File: src/rtl/spi_cfg_pkg.sv
`timescale 1ns/1ps
package spi_cfg_pkg;
  localparam int unsigned FRAME_BITS = 16;
  localparam int unsigned DATA_BITS  = 8;
  localparam int unsigned NUM_REGS   = 6;
  localparam int unsigned FLT_BITS   = 5;

  // Register slot = position of its select bit in the select byte.
  typedef enum int unsigned {
    SEL_MODE    = 0,
    SEL_HOLD_LO = 1,
    SEL_HOLD_HI = 2,
    SEL_PEAK_LO = 3,
    SEL_PEAK_HI = 4,
    SEL_DWELL   = 5
  } reg_sel_e;
endpackage

File: src/rtl/spi_in_sync.sv
`timescale 1ns/1ps
// Multi-stage synchronizer for the serial pins; edge detect on the pins that need it.
module spi_in_sync #(
  parameter int unsigned EW = 2,
  parameter int unsigned PW = 1,
  parameter int unsigned STAGES = 2,
  parameter logic [EW-1:0] EDGE_RST = '0,
  parameter logic [PW-1:0] PLAIN_RST = '0
) (
  input  logic          clk,
  input  logic          rst_n,
  input  logic [EW-1:0] edge_in,
  input  logic [PW-1:0] plain_in,
  output logic [EW-1:0] edge_rise,
  output logic [EW-1:0] edge_fall,
  output logic [PW-1:0] plain_lvl
);
  localparam int unsigned W = EW + PW;
  localparam logic [W-1:0] RST_VAL = {EDGE_RST, PLAIN_RST};

  logic [STAGES-1:0][W-1:0] chain_q, chain_d;
  logic [W-1:0]  synced;
  logic [EW-1:0] prev_q, prev_d;

  always_comb begin
    chain_d[0] = {edge_in, plain_in};
    for (int s = 1; s < STAGES; s++) begin
      chain_d[s] = chain_q[s-1];
    end
  end

  assign synced = chain_q[STAGES-1];
  assign prev_d = synced[W-1 -: EW];

  always_ff @(posedge clk or negedge rst_n) begin
    if (!rst_n) begin
      chain_q <= {STAGES{RST_VAL}};
      prev_q  <= EDGE_RST;
    end else begin
      chain_q <= chain_d;
      prev_q  <= prev_d;
    end
  end

  assign edge_rise = synced[W-1 -: EW] & ~prev_q;
  assign edge_fall = ~synced[W-1 -: EW] & prev_q;
  assign plain_lvl = synced[PW-1:0];
endmodule

File: src/rtl/spi_frame_rx.sv
`timescale 1ns/1ps
// Receive shifter and saturating pulse counter for one chip-select window.
module spi_frame_rx #(
  parameter int unsigned FRAME_W = 16,
  parameter int unsigned CNT_W = $clog2(FRAME_W + 2)
) (
  input  logic               clk,
  input  logic               rst_n,
  input  logic               frame_start,
  input  logic               cs_active,
  input  logic               sclk_rise,
  input  logic               sdi,
  output logic [FRAME_W-1:0] rx_word,
  output logic [CNT_W-1:0]   bit_cnt
);
  localparam logic [CNT_W-1:0] CNT_SAT = CNT_W'(FRAME_W + 1);

  logic [FRAME_W-1:0] word_q, word_d;
  logic [CNT_W-1:0]   cnt_q, cnt_d;
  logic               shift_en;

  assign shift_en = sclk_rise & cs_active;

  always_comb begin
    word_d = word_q;
    cnt_d  = cnt_q;
    if (frame_start) begin
      cnt_d = '0;
    end else if (shift_en) begin
      word_d = {word_q[FRAME_W-2:0], sdi};
      if (cnt_q != CNT_SAT) begin
        cnt_d = cnt_q + 1'b1;
      end
    end
  end

  always_ff @(posedge clk or negedge rst_n) begin
    if (!rst_n) begin
      word_q <= '0;
      cnt_q  <= '0;
    end else begin
      word_q <= word_d;
      cnt_q  <= cnt_d;
    end
  end

  assign rx_word = word_q;
  assign bit_cnt = cnt_q;
endmodule

File: src/rtl/spi_fault_tx.sv
`timescale 1ns/1ps
// Fault snapshot holder and transmit shifter.
module spi_fault_tx #(
  parameter int unsigned FRAME_W = 16,
  parameter int unsigned FLT_W = 5
) (
  input  logic             clk,
  input  logic             rst_n,
  input  logic             cs_active,
  input  logic             cs_fall,
  input  logic             cs_rise,
  input  logic             sclk_fall,
  input  logic [FLT_W-1:0] fault_in,
  input  logic             fault_capture,
  output logic             sdo
);
  localparam int unsigned PAD_W = FRAME_W - FLT_W;

  logic [FLT_W-1:0]   hold_q, hold_d;
  logic [FRAME_W-1:0] tx_q, tx_d;
  logic               hold_clr, hold_en, tx_load, tx_shift;

  assign hold_clr = cs_rise;
  assign hold_en  = fault_capture & ~cs_active;
  assign tx_load  = cs_fall;
  assign tx_shift = sclk_fall & cs_active;

  always_comb begin
    hold_d = hold_q;
    if (hold_clr) begin
      hold_d = '0;
    end else if (hold_en) begin
      hold_d = fault_in;
    end
  end

  always_comb begin
    tx_d = tx_q;
    if (tx_load) begin
      tx_d = {{PAD_W{1'b0}}, hold_q};
    end else if (tx_shift) begin
      tx_d = {tx_q[FRAME_W-2:0], 1'b0};
    end
  end

  always_ff @(posedge clk or negedge rst_n) begin
    if (!rst_n) begin
      hold_q <= '0;
      tx_q   <= '0;
    end else begin
      hold_q <= hold_d;
      tx_q   <= tx_d;
    end
  end

  assign sdo = tx_q[FRAME_W-1];
endmodule

File: src/rtl/spi_reg_bank.sv
`timescale 1ns/1ps
// Configuration registers with one write enable per select bit.
module spi_reg_bank #(
  parameter int unsigned NREG = 6,
  parameter int unsigned DW = 8
) (
  input  logic                     clk,
  input  logic                     rst_n,
  input  logic                     wr_en,
  input  logic [NREG-1:0]          sel,
  input  logic [DW-1:0]            wdata,
  output logic [NREG-1:0][DW-1:0]  reg_bus
);
  logic [NREG-1:0]         reg_we;
  logic [NREG-1:0][DW-1:0] reg_q, reg_d;

  for (genvar g = 0; g < NREG; g++) begin : g_we
    assign reg_we[g] = wr_en & sel[g];
  end

  always_comb begin
    for (int i = 0; i < NREG; i++) begin
      reg_d[i] = reg_we[i] ? wdata : reg_q[i];
    end
  end

  always_ff @(posedge clk or negedge rst_n) begin
    if (!rst_n) begin
      reg_q <= '0;
    end else begin
      reg_q <= reg_d;
    end
  end

  assign reg_bus = reg_q;
endmodule

File: src/rtl/spi_cfg_slave.sv
`timescale 1ns/1ps
module spi_cfg_slave
  import spi_cfg_pkg::*;
#(
  parameter int unsigned FRAME_W = FRAME_BITS,
  parameter int unsigned DW = DATA_BITS,
  parameter int unsigned FLT_W = FLT_BITS,
  parameter int unsigned SYNC_STAGES = 2
) (
  input  logic             clk,
  input  logic             rst_n,
  input  logic             spi_csn,
  input  logic             spi_sclk,
  input  logic             spi_sdi,
  output logic             spi_sdo,
  output logic             spi_sdo_oe,
  input  logic [FLT_W-1:0] fault_in,
  input  logic             fault_capture,
  output logic             frame_done,
  output logic [DW-1:0]    cfg_mode,
  output logic [DW-1:0]    cfg_hold_lo,
  output logic [DW-1:0]    cfg_hold_hi,
  output logic [DW-1:0]    cfg_peak_lo,
  output logic [DW-1:0]    cfg_peak_hi,
  output logic [DW-1:0]    cfg_dwell
);
  localparam int unsigned NREG   = NUM_REGS;
  localparam int unsigned ADDR_W = FRAME_W - DW;
  localparam int unsigned TEST_W = ADDR_W - NREG;
  localparam int unsigned CNT_W  = $clog2(FRAME_W + 2);

  // Reset: asserted asynchronously, released through a short chain.
  logic [SYNC_STAGES-1:0] rst_chain_q, rst_chain_d;
  logic rst_n_int;

  assign rst_chain_d = (rst_chain_q << 1) | SYNC_STAGES'(1);

  always_ff @(posedge clk or negedge rst_n) begin
    if (!rst_n) begin
      rst_chain_q <= '0;
    end else begin
      rst_chain_q <= rst_chain_d;
    end
  end

  assign rst_n_int = rst_chain_q[SYNC_STAGES-1];

  // Pin synchronizer: {csn, sclk} edge detected, sdi level only.
  logic [1:0] pin_rise, pin_fall;
  logic       sdi_s;
  logic       cs_rise, cs_fall, sclk_rise, sclk_fall;

  spi_in_sync #(
    .EW(2), .PW(1), .STAGES(SYNC_STAGES),
    .EDGE_RST(2'b10), .PLAIN_RST(1'b0)
  ) u_sync (
    .clk(clk), .rst_n(rst_n_int),
    .edge_in({spi_csn, spi_sclk}), .plain_in(spi_sdi),
    .edge_rise(pin_rise), .edge_fall(pin_fall), .plain_lvl(sdi_s)
  );

  assign cs_rise   = pin_rise[1];
  assign cs_fall   = pin_fall[1];
  assign sclk_rise = pin_rise[0];
  assign sclk_fall = pin_fall[0];

  // Frame-active state.
  logic cs_active_q, cs_active_d;

  always_comb begin
    cs_active_d = cs_active_q;
    if (cs_fall) begin
      cs_active_d = 1'b1;
    end else if (cs_rise) begin
      cs_active_d = 1'b0;
    end
  end

  always_ff @(posedge clk or negedge rst_n_int) begin
    if (!rst_n_int) begin
      cs_active_q <= 1'b0;
    end else begin
      cs_active_q <= cs_active_d;
    end
  end

  // Receive path.
  logic [FRAME_W-1:0] rx_word;
  logic [CNT_W-1:0]   bit_cnt;

  spi_frame_rx #(.FRAME_W(FRAME_W), .CNT_W(CNT_W)) u_rx (
    .clk(clk), .rst_n(rst_n_int),
    .frame_start(cs_fall), .cs_active(cs_active_q),
    .sclk_rise(sclk_rise), .sdi(sdi_s),
    .rx_word(rx_word), .bit_cnt(bit_cnt)
  );

  // Transmit path.
  spi_fault_tx #(.FRAME_W(FRAME_W), .FLT_W(FLT_W)) u_tx (
    .clk(clk), .rst_n(rst_n_int),
    .cs_active(cs_active_q), .cs_fall(cs_fall), .cs_rise(cs_rise),
    .sclk_fall(sclk_fall), .fault_in(fault_in),
    .fault_capture(fault_capture), .sdo(spi_sdo)
  );

  assign spi_sdo_oe = cs_active_q;

  // Command decode.
  logic [ADDR_W-1:0] sel_byte;
  logic [TEST_W-1:0] test_bits;
  logic [DW-1:0]     wdata;
  logic              full_frame, accept;

  assign sel_byte   = rx_word[FRAME_W-1 -: ADDR_W];
  assign test_bits  = sel_byte[ADDR_W-1 -: TEST_W];
  assign wdata      = rx_word[DW-1:0];
  assign full_frame = (bit_cnt == CNT_W'(FRAME_W));
  assign accept     = cs_rise & full_frame & ~(|test_bits);

  logic [NREG-1:0][DW-1:0] reg_bus;

  spi_reg_bank #(.NREG(NREG), .DW(DW)) u_regs (
    .clk(clk), .rst_n(rst_n_int),
    .wr_en(accept), .sel(sel_byte[NREG-1:0]), .wdata(wdata),
    .reg_bus(reg_bus)
  );

  // Frame-done pulse, aligned with the register update.
  logic done_q, done_d;

  assign done_d = cs_rise;

  always_ff @(posedge clk or negedge rst_n_int) begin
    if (!rst_n_int) begin
      done_q <= 1'b0;
    end else begin
      done_q <= done_d;
    end
  end

  assign frame_done  = done_q;
  assign cfg_mode    = reg_bus[SEL_MODE];
  assign cfg_hold_lo = reg_bus[SEL_HOLD_LO];
  assign cfg_hold_hi = reg_bus[SEL_HOLD_HI];
  assign cfg_peak_lo = reg_bus[SEL_PEAK_LO];
  assign cfg_peak_hi = reg_bus[SEL_PEAK_HI];
  assign cfg_dwell   = reg_bus[SEL_DWELL];
endmodule

File: config.mk
export PLATFORM = sky130hd
export DESIGN_NAME = spi_cfg_slave
export DESIGN_NICKNAME = d
export VERILOG_FILES = /design/src/rtl/spi_cfg_pkg.sv /design/src/rtl/spi_in_sync.sv /design/src/rtl/spi_frame_rx.sv /design/src/rtl/spi_fault_tx.sv /design/src/rtl/spi_reg_bank.sv /design/src/rtl/spi_cfg_slave.sv
export SDC_FILE = /design/constraint.sdc
export NUM_CORES = 1
export LEC_CHECK = 0
export BUFFER_PORTS_ARGS = -buffer_cell sky130_fd_sc_hd__buf_2
export CAP_MARGIN = 40
export CORE_MARGIN = 10
export CORE_UTILIZATION = 50
export CTS_CLUSTER_DIAMETER = 40
export DETAILED_ROUTE_END_ITERATION = 10
export PLACE_DENSITY = 0.74
export SYNTH_ARGS = -nofsm -noshare
export SYNTH_HDL_FRONTEND = slang
export SYNTH_SLANG_ARGS = --single-unit
File: constraint.sdc
create_clock -name clk -period 3.3 [get_ports clk]
set_clock_uncertainty 0.05 [all_clocks]
set_input_delay 0.495 -clock clk [delete_from_list [all_inputs] [get_ports clk]]
set_output_delay 0.495 -clock clk [all_outputs]
set_load 0.05 [all_outputs]
# --- After elaboration in Yosys (flattened, before gate mapping) ---
# Index checks and enable logic that the tools add are counted.
op_classes:
  n_reduce_logical: 8
  add_sub_neg: 1
  n_eq_ne: 2
  n_bitwise: 18
  n_mux: 9
ops:
  columns: ["cell", "count"]
  rows:
  - ["16-bit 2-to-1 mux", 2]
  - ["5-bit 2-to-1 mux", 5]
  - ["1-bit bitwise AND", 11]
  - ["2-bit nonzero test", 5]
  - ["5-bit by 1-bit adder with 5-bit output, second input constant", 1]
  - ["5-bit == test, second input constant", 1]
  - ["5-bit != test, second input constant", 1]
  - ["2-bit bitwise AND", 2]
  - ["2-bit NOT", 2]
  - ["2-bit AND reduction", 2]
  - ["1-bit NOT", 3]
  - ["1-bit 2-to-1 mux", 2]
  - ["2-bit OR reduction", 1]
word_totals:
  out_inout_bits: 51
  input_bits: 11
  elab_cells: 54
  regBits: 102

# --- Logic depth before layout (Yosys ltp) ---
# Gate-level depths: netlist of the first run.
depth:
  word_depth: 5
  mapped_depth: 6
  ltp_nobuf: 5

# --- Modules after synthesis ---
# Synthesis of the first run repeated with hierarchy kept, for this count alone.
hier_totals:
  cells_unflattened: 275
  hier_area_um2: 3972.6
modules_own_cells:
  columns: ["module", "instances", "area_each_um2", "seq_area_each_um2", "cells_per_inst"]
  rows:
  - ["spi_reg_bank", 1, 1786.7, 1201.2, 103]
  - ["spi_frame_rx", 1, 932.1, 525.5, 62]
  - ["spi_fault_tx", 1, 875.8, 525.5, 88]
  - ["spi_in_sync", 1, 239.0, 203.9, 12]
  - ["spi_cfg_slave", 1, 138.9, 100.1, 10]

# --- Worst setup path after synthesis of the first run ---
# Ideal clock, no wire load.
synth_timing:
  path_type: "register to register"
  startpoint: "reg u_sync.chain_q (netlist bit u_sync.synced[2])"
  endpoint: "reg u_rx.word_q[10], in the netlist u_rx.rx_word[10]"
  setup_slack_ps: 1279
  stages_incl_launch_ff: 7
  setup_ps: 125
  t_arrival_ps: 1846
  period_less_slack_ps: 2021
  t_required_ps: 3125
  path_buffers: 2
  cell_sequence: "dfstp_2 inv_1 ha_1 buf_4 nor4b_4 buf_8 mux2_4"
synth_via:
  elab_chain_len: 4
synth_rtl:
  columns: ["item", "line_no", "source"]
  rows:
  - ["start, declared", "spi_in_sync.sv:21", "logic [STAGES-1:0][W-1:0] chain_q, chain_d;"]
  - ["start signal, assigned", "spi_in_sync.sv:37", "chain_q <= {STAGES{RST_VAL}};"]
  - ["start signal, assigned", "spi_in_sync.sv:40", "chain_q <= chain_d;"]
  - ["2-bit NOT", "spi_in_sync.sv:46", "assign edge_fall = ~synced[W-1 -: EW] & prev_q;"]
  - ["2-bit bitwise AND", "spi_in_sync.sv:46", null]
  - ["1-bit NOT (no source line)", null, null]
  - ["2-bit AND reduction (no source line)", null, null]
  - ["end signal, assigned", "spi_frame_rx.sv:42", "word_q <= word_d;"]
  - ["end, declared", "spi_frame_rx.sv:18", "logic [FRAME_W-1:0] word_q, word_d;"]
# Every way passes these cells.
# A chain may end at the register's enable or synchronous reset.

# --- Worst setup path in the final report of the first run ---
layout_timing:
  startpoint: "reg u_sync.chain_q (netlist bit u_sync.synced[2])"
  endpoint: "reg u_regs.reg_q (netlist bit u_regs.reg_bus[16])"
layout_via:
  elab_chain_len: 4
layout_rtl:
  columns: ["item", "line_no", "source"]
  rows:
  - ["2-bit bitwise AND", "spi_in_sync.sv:45", "assign edge_rise = synced[W-1 -: EW] & ~prev_q;"]
  - ["net u_tx.cs_rise", "spi_fault_tx.sv:11", "input logic cs_rise,"]
  - ["1-bit bitwise AND (2 in a row)", "spi_cfg_slave.sv:118", "assign accept = cs_rise & full_frame & ~(|test_bits);"]
  - ["1-bit bitwise AND", "spi_reg_bank.sv:18", "assign reg_we[g] = wr_en & sel[g];"]
  - ["end signal, assigned", "spi_reg_bank.sv:31", "reg_q <= reg_d;"]
  - ["end, declared", "spi_reg_bank.sv:15", "logic [NREG-1:0][DW-1:0] reg_q, reg_d;"]
# The timed path passes the listed nets, and every way through them passes these cells.

==> summary.txt, run 1 <==
Clock tree
  – H-tree levels: 3
  – Resized Gates After CTS: 0
  – CTS clk-pin slew, worst paths: 90 ps
  – CTS sink count: 102
  – Clk_lat worst skew: 360 ps
  – CTS tree: yes
  – Root buffer cell: clkbuf_8
  – CTS max path bufs: 2
  – Postcts setup bufs: 0
  – Inserted Clock Buffers: 9

Power and ir drop
  – Pwr Density: 490.7 nW/um^2
  – Internal Power: 1.742 mW
  – Psw: 0.5641 mW
  – Worst vdd ir: 0.2403 mV
  – Sequential share of power: 59.8%
  – Pleak: 2.561 nW
  – Part of the power in combinational logic: 5.9%
  – Switch share: 24.46%
  – Clock power share: 34.3%

Floorplanning
  – Die area: 12110 um^2
  – Die height: 110.0 um
  – I/O Pins: 62
  – CORE AREA: 7807 um^2
  – Floorplan row count: 32
  – Initial Utilization: 51.91%
  – DIE WIDTH: 110.0 um

Timing
  – Setup TNS: 0 ps
  – Final count of hold timing violations: 0
  – Hold_ws: 183.1 ps
  – Slew Limit Headroom: 58.27%
  – Slew @ Worst Pin: 625.9 ps
  – Max Slew Vio Count: 0
  – RSZ-0062 raised after global routing: no
  – Fmax: 447.8 MHz
  – Final period util: 67.67%
  – Setup Viol. Count Final: 0
  – Fin crit period: 2233 ps

Cells and area
  – Share of cells above drive strength 1: 49.69%
  – Area of the multi-input gates: 1421 um^2
  – Commonest non-fill, non-tap cell in the layout: dfrtp_1
  – Final net count: 335
  – Most frequent cells in the layout: 98 x dfrtp_1, 61 x buf_2, 54 x mux2_2
  – Number of diodes: 0
  – Cell area after layout: 4700 um^2
  – Fillers: 619
  – Register area: 2560 um^2
  – Synthesis-to-finish area growth: 15.96%

Run
  – Total of max-cap violations: 0

Global routing
  – Largest net degree at the start of global routing: 37
  – Final global-route overflow total: 0
  – Vias in the first global route: 2373
  – GRT Total Usage: 13.08%
  – Initial antenna violation count: 0
  – First-pass GRT wire length: 12320 um

Critical path
  – Reg-to-reg startpoint: u_sync.synced[2]
  – R2R Path End: u_regs.reg_bus[16]
  – Maximum fanout along the worst path: 8
  – CP Launch Type: flip-flop
  – CP endpoint kind: flip-flop
  – Critical path data required time: 3500 ps
  – R2R Setup Slk: 1070 ps
  – Crit Path Category: reg2reg
  – Data arrival time of the worst path: 2430 ps
  – Worst R2R Path Depth: 4

Yosys
  – Number of synthesized flops with an enable pin: 0
  – Number of synthesis warnings: 0
  – Avg Inst Size Synth: 16.28 um^2
  – Register bit total from synthesis: 102
  – Sequential area share after synthesis: 63.08%
  – Asr flop ratio synth: 100.0%
  – Mapped cell area: 4053 um^2
  – Synthesized net count: 265
  – Synth Instances: 249
  – Synth Flop Type: dfrtp_1
  – Netlist cell types: 33

Route
  – Post-DR vias/cell: 5.275
  – First-pass DRT Iterations: 4
  – Vias: 2247
  – Met3 WL post-DR: 317 um
  – DRC Markers: 0
  – Highest routed layer: met4
  – DRT antenna net count: 0
  – M1 WL: 3446 um
  – Drt initial violations: 116
  – Routed length per instance: 17.46 um
  – Met2 WL: 3543 um
  – DRT Wirelength: 7436 um

Hold path
  – Cells on Worst Hold Path: 1
  – HP Class: in2reg
  – Hold Crit Endpoint: u_sync.chain_d[5]
  – Hold wc startpoint: spi_csn

Placement
  – Dpl hpwl: 5098 um
  – Final Wtd Congestion: 0.7112
  – # port buffers: 61
  – Placed Area: 4483 um^2

Run status
  – Outcome: complete, no violations
critical path, cell delays in order (launching register included):
cell and delay (ps):
dfstp_2 550, ha_1 310, and4bb_2 500, nand4_4 310, mux2_1 410
state kept, by name, summed over array words and instances (netlist names):
name,flops
u_sync.prev_q,2
u_tx.tx_q,16
u_sync.chain_d,3
u_regs.reg_bus,48
u_rx.bit_cnt,5
u_tx.hold_q,5
frame_done,1
spi_sdo_oe,1
rst_chain_q,2
u_sync.synced,3
u_rx.rx_word,16
metrics by stage:
step           utilization (%)  cells  total power, mW  worst slack, ps
2_1_floorplan                -    249            1.484            203.5
6_report                 60.19    426            2.306             1067
3_5_place_dp             57.42    409            1.541             1081
4_1_cts                  60.19    426            2.332             1066
3_3_place_gp             57.16    408            1.529             1103
5_1_grt                  60.19    426            2.418            975.5
metal layers:
metal,vias up,track usage (%)
li1,1042,-
met1,1151,17.52
met2,44,19.48
met3,10,3.424
met4,0,6.134
met5,-,0
how the worst max path moves through the flow:
stage	slack, ps	endpoint	start	depth (start not counted)
after floorplan	200	frame_done	rst_chain_q[1]	0
after global placement	1100	u_regs.reg_bus[16]	u_sync.synced[2]	4
after detailed placement	1080	u_regs.reg_bus[17]	u_sync.synced[2]	4
after CTS	1070	u_regs.reg_bus[16]	u_sync.synced[2]	4
after global routing	980	u_regs.reg_bus[17]	u_sync.synced[2]	4
final	1070	u_regs.reg_bus[16]	u_sync.synced[2]	4
synthesized netlist by cell type, types with 4 or more instances:
cell type | number | area, um^2
mux2i_1 | 6 | 60.06
mux2_1 | 4 | 45.04
inv_1 | 4 | 15.01
mux2_4 | 10 | 150.1
a21o_1 | 4 | 30.03
ha_1 | 5 | 62.56
nor2_1 | 9 | 33.78
a22o_1 | 16 | 140.1
nand4_4 | 6 | 127.6
mux2_2 | 54 | 608.1
dfrtp_1 | 99 | 2477
cells by family after synthesis:
group	Yosys count	share of synthesized area, %
AOI/OAI and AO/OA	24	4.878
DFF	102	63.08
other	1	0.09253
and+or+nand+nor	30	7.255
buffers and inverters	13	1.852
muxes	74	21.30
adders and majority gates	5	1.544
final cells by class:
| type | count | share of cell area [%] |
|---|---|---|
| sequential | 102 | 54.47 |
| multi-input combinational | 134 | 30.24 |
| timing repair buffer | 67 | 7.774 |
| clock buffer | 10 | 2.929 |
| tap | 102 | 2.716 |
| clock inverter | 6 | 1.464 |
| inverter | 5 | 0.3994 |
timing repair:
| item | 4_1_cts | 5_1_grt |
|---|---|---|
| hold buffers | 1 | 0 |
| endpoints found under the hold margin | 2 | 0 |
| setup endpoints to repair | 0 | 0 |
power groups by stage:
| stage | clock (mW) | combinational (mW) | sequential, mW |
|---|---|---|---|
| floorplan | 0 | 0.0892 | 1.39 |
| global route | 0.873 | 0.152 | 1.39 |
| global placement | 0 | 0.119 | 1.41 |
| detailed placement | 0 | 0.137 | 1.40 |
| finish | 0.792 | 0.136 | 1.38 |
| CTS | 0.813 | 0.139 | 1.38 |
(Power assumes the default switching activity.)
==> inputs of run 2 (changes only) <==
Settings changed: PLACE_DENSITY 0.74 to 0.72.
Clock period 3.3 ns to 2.25 ns, I/O delays scaled along.
==> run 2 against run 1 <==
Global-route usage up 0.21 points. First-iteration DRC count down 22%. Register-to-register slack got worse by 820 ps. Design area is essentially flat. Critical endpoint is now u_regs.reg_bus[17]. Largest power group unchanged. Highest routed layer unchanged.
==> summary.txt, run 2 (synthesis gave the netlist of run 1 again) <==
Global routing
  – Largest net degree at the start of global routing: 46
  – GRT Total Usage: 13.29%
  – Vias in the first global route: 2356
  – Initial antenna violation count: 0
  – Final global-route overflow total: 0
  – First-pass GRT wire length: 12390 um

Timing
  – Final count of hold timing violations: 0
  – Slew @ Worst Pin: 607.1 ps
  – Max Slew Vio Count: 0
  – Final period util: 89.23%
  – Fin crit period: 2008 ps
  – Setup Viol. Count Final: 0
  – Fmax: 498.1 MHz
  – Slew Limit Headroom: 59.53%
  – Setup TNS: 0 ps
  – RSZ-0062 raised after global routing: no

Critical path
  – CP Launch Type: flip-flop
  – Delay-heaviest family, CP: simple AND/OR/NAND/NOR gates
  – Crit Path Category: reg2reg
  – Worst path cell trace: ha_1, and4bb_2, nand4_4, mux2_1
  – Reg-to-reg startpoint: u_sync.synced[2]
  – CP endpoint kind: flip-flop
  – WP buf/inv: 0
  – CP startpoint: u_sync.synced[2]
  – CP max stage cell: dfstp_2
  – Critical Path Max Stage Delay: 550 ps
  – R2R Setup Slk: 240 ps
  – Worst R2R Path Depth: 4
  – Critical path data required time: 2460 ps
  – R2R Path End: u_regs.reg_bus[17]
  – Data arrival time of the worst path: 2220 ps
  – Maximum fanout along the worst path: 8

Route
  – First-pass DRT Iterations: 4
  – DRT antenna net count: 0
  – Drt initial violations: 91
  – DRT Wirelength: 7592 um
  – DRC Markers: 0
  – Routed length per instance: 17.70 um
  – Post-DR vias/cell: 5.224
  – Vias: 2241

Placement
  – Placed Area: 4511 um^2
  – # port buffers: 61
  – Placed Cells: 411
  – Final Wtd Congestion: 0.6999
  – Dpl hpwl: 5177 um

Hold path
  – Hold wc startpoint: spi_sdi
  – Hold Crit Endpoint: u_sync.chain_d[3]
  – HP Class: in2reg
  – Cells on Worst Hold Path: 1

Power and ir drop
  – Pwr Density: 693.6 nW/um^2
  – Total Power: 3.262 mW
  – Pleak: 2.556 nW
  – Worst vdd ir: 0.5146 mV

Floorplanning
  – Floorplan row count: 32
  – Die height: 110.0 um
  – Initial Utilization: 51.91%
  – Die area: 12110 um^2
  – I/O Pins: 62
  – CORE AREA: 7807 um^2
  – DIE WIDTH: 110.0 um

Clock tree
  – H-tree levels: 3
  – Root buffer cell: clkbuf_8
  – CTS clk-pin slew, worst paths: 90 ps
  – Clk_lat worst skew: 370 ps
  – CTS max path bufs: 2
  – CTS sink count: 102
  – Postcts setup bufs: 0
  – Inserted Clock Buffers: 9
  – CTS tree: yes

Cells and area
  – Commonest non-fill, non-tap cell in the layout: dfrtp_1
  – Final std cells w/o fill: 429
  – Synthesis-to-finish area growth: 16.05%
  – Cell area after layout: 4703 um^2
  – Most frequent cells in the layout: 98 x dfrtp_1, 61 x buf_2, 54 x mux2_2
  – Share of cells above drive strength 1: 49.54%
  – Number of diodes: 0
  – Final Util: 60.24%
  – Max FFs per register: 48
  – Final net count: 338

Run status
  – Outcome: complete, no violations

Run
  – Total of max-cap violations: 0
## run 2: area by class of cell
class                   instances  area (um^2)
flip-flops and latches        102         2560
clock inverters                 6        45.04
multi-input cells             134         1421
well taps                     102        127.6
clock buffers                  10        127.6
inverters                       5        18.77
fillers                       635         3104
repair buffers                 70        402.9
## run 2: report_power, final
part	switching, mW	internal, mW	total (mW)
clock network	0.631	0.408	1.04
registers	0.115	1.91	2.03
logic	0.100	0.0975	0.197
## run 2: worst register-to-register path, cell delays in order, from the launching register on
cell and delay, ps:
dfstp_2 550, ha_1 160, and4bb_2 460, nand4_4 290, mux2_1 400
## run 2: worst max path at each step
stage | to | slack (ps) | cells past startpoint
2_1_floorplan | u_rx.rx_word[10] | 230 | 6
4_1_cts | u_regs.reg_bus[17] | 220 | 4
5_1_grt | u_regs.reg_bus[17] | 140 | 5
6_report | u_regs.reg_bus[17] | 240 | 4
3_3_place_gp | u_regs.reg_bus[17] | 270 | 4
3_5_place_dp | u_regs.reg_bus[17] | 230 | 4
## run 2: through the flow
stage                     hold slack, ps  setup WS, ps
after floorplan                   -8.091         228.7
after CTS                          1.339         221.1
final                              29.11         242.3
after global placement             72.97         267.0
after global routing               11.71         139.2
after detailed placement           73.80         234.8
## run 2: per-layer routing
metal	GRT usage, %	share of wire, %
met2	19.64	47
met3	3.424	4.1
met5	0	0
met4	7.528	2.2
met1	17.43	47
## run 2: what timing repair did
| action | 4_1_cts | 5_1_grt |
|---|---|---|
| setup endpoints to repair | 0 | 0 |
| hold endpoints to repair | 2 | 1 |
| hold buffers | 1 | 1 |
| resized for setup | 0 | 0 |
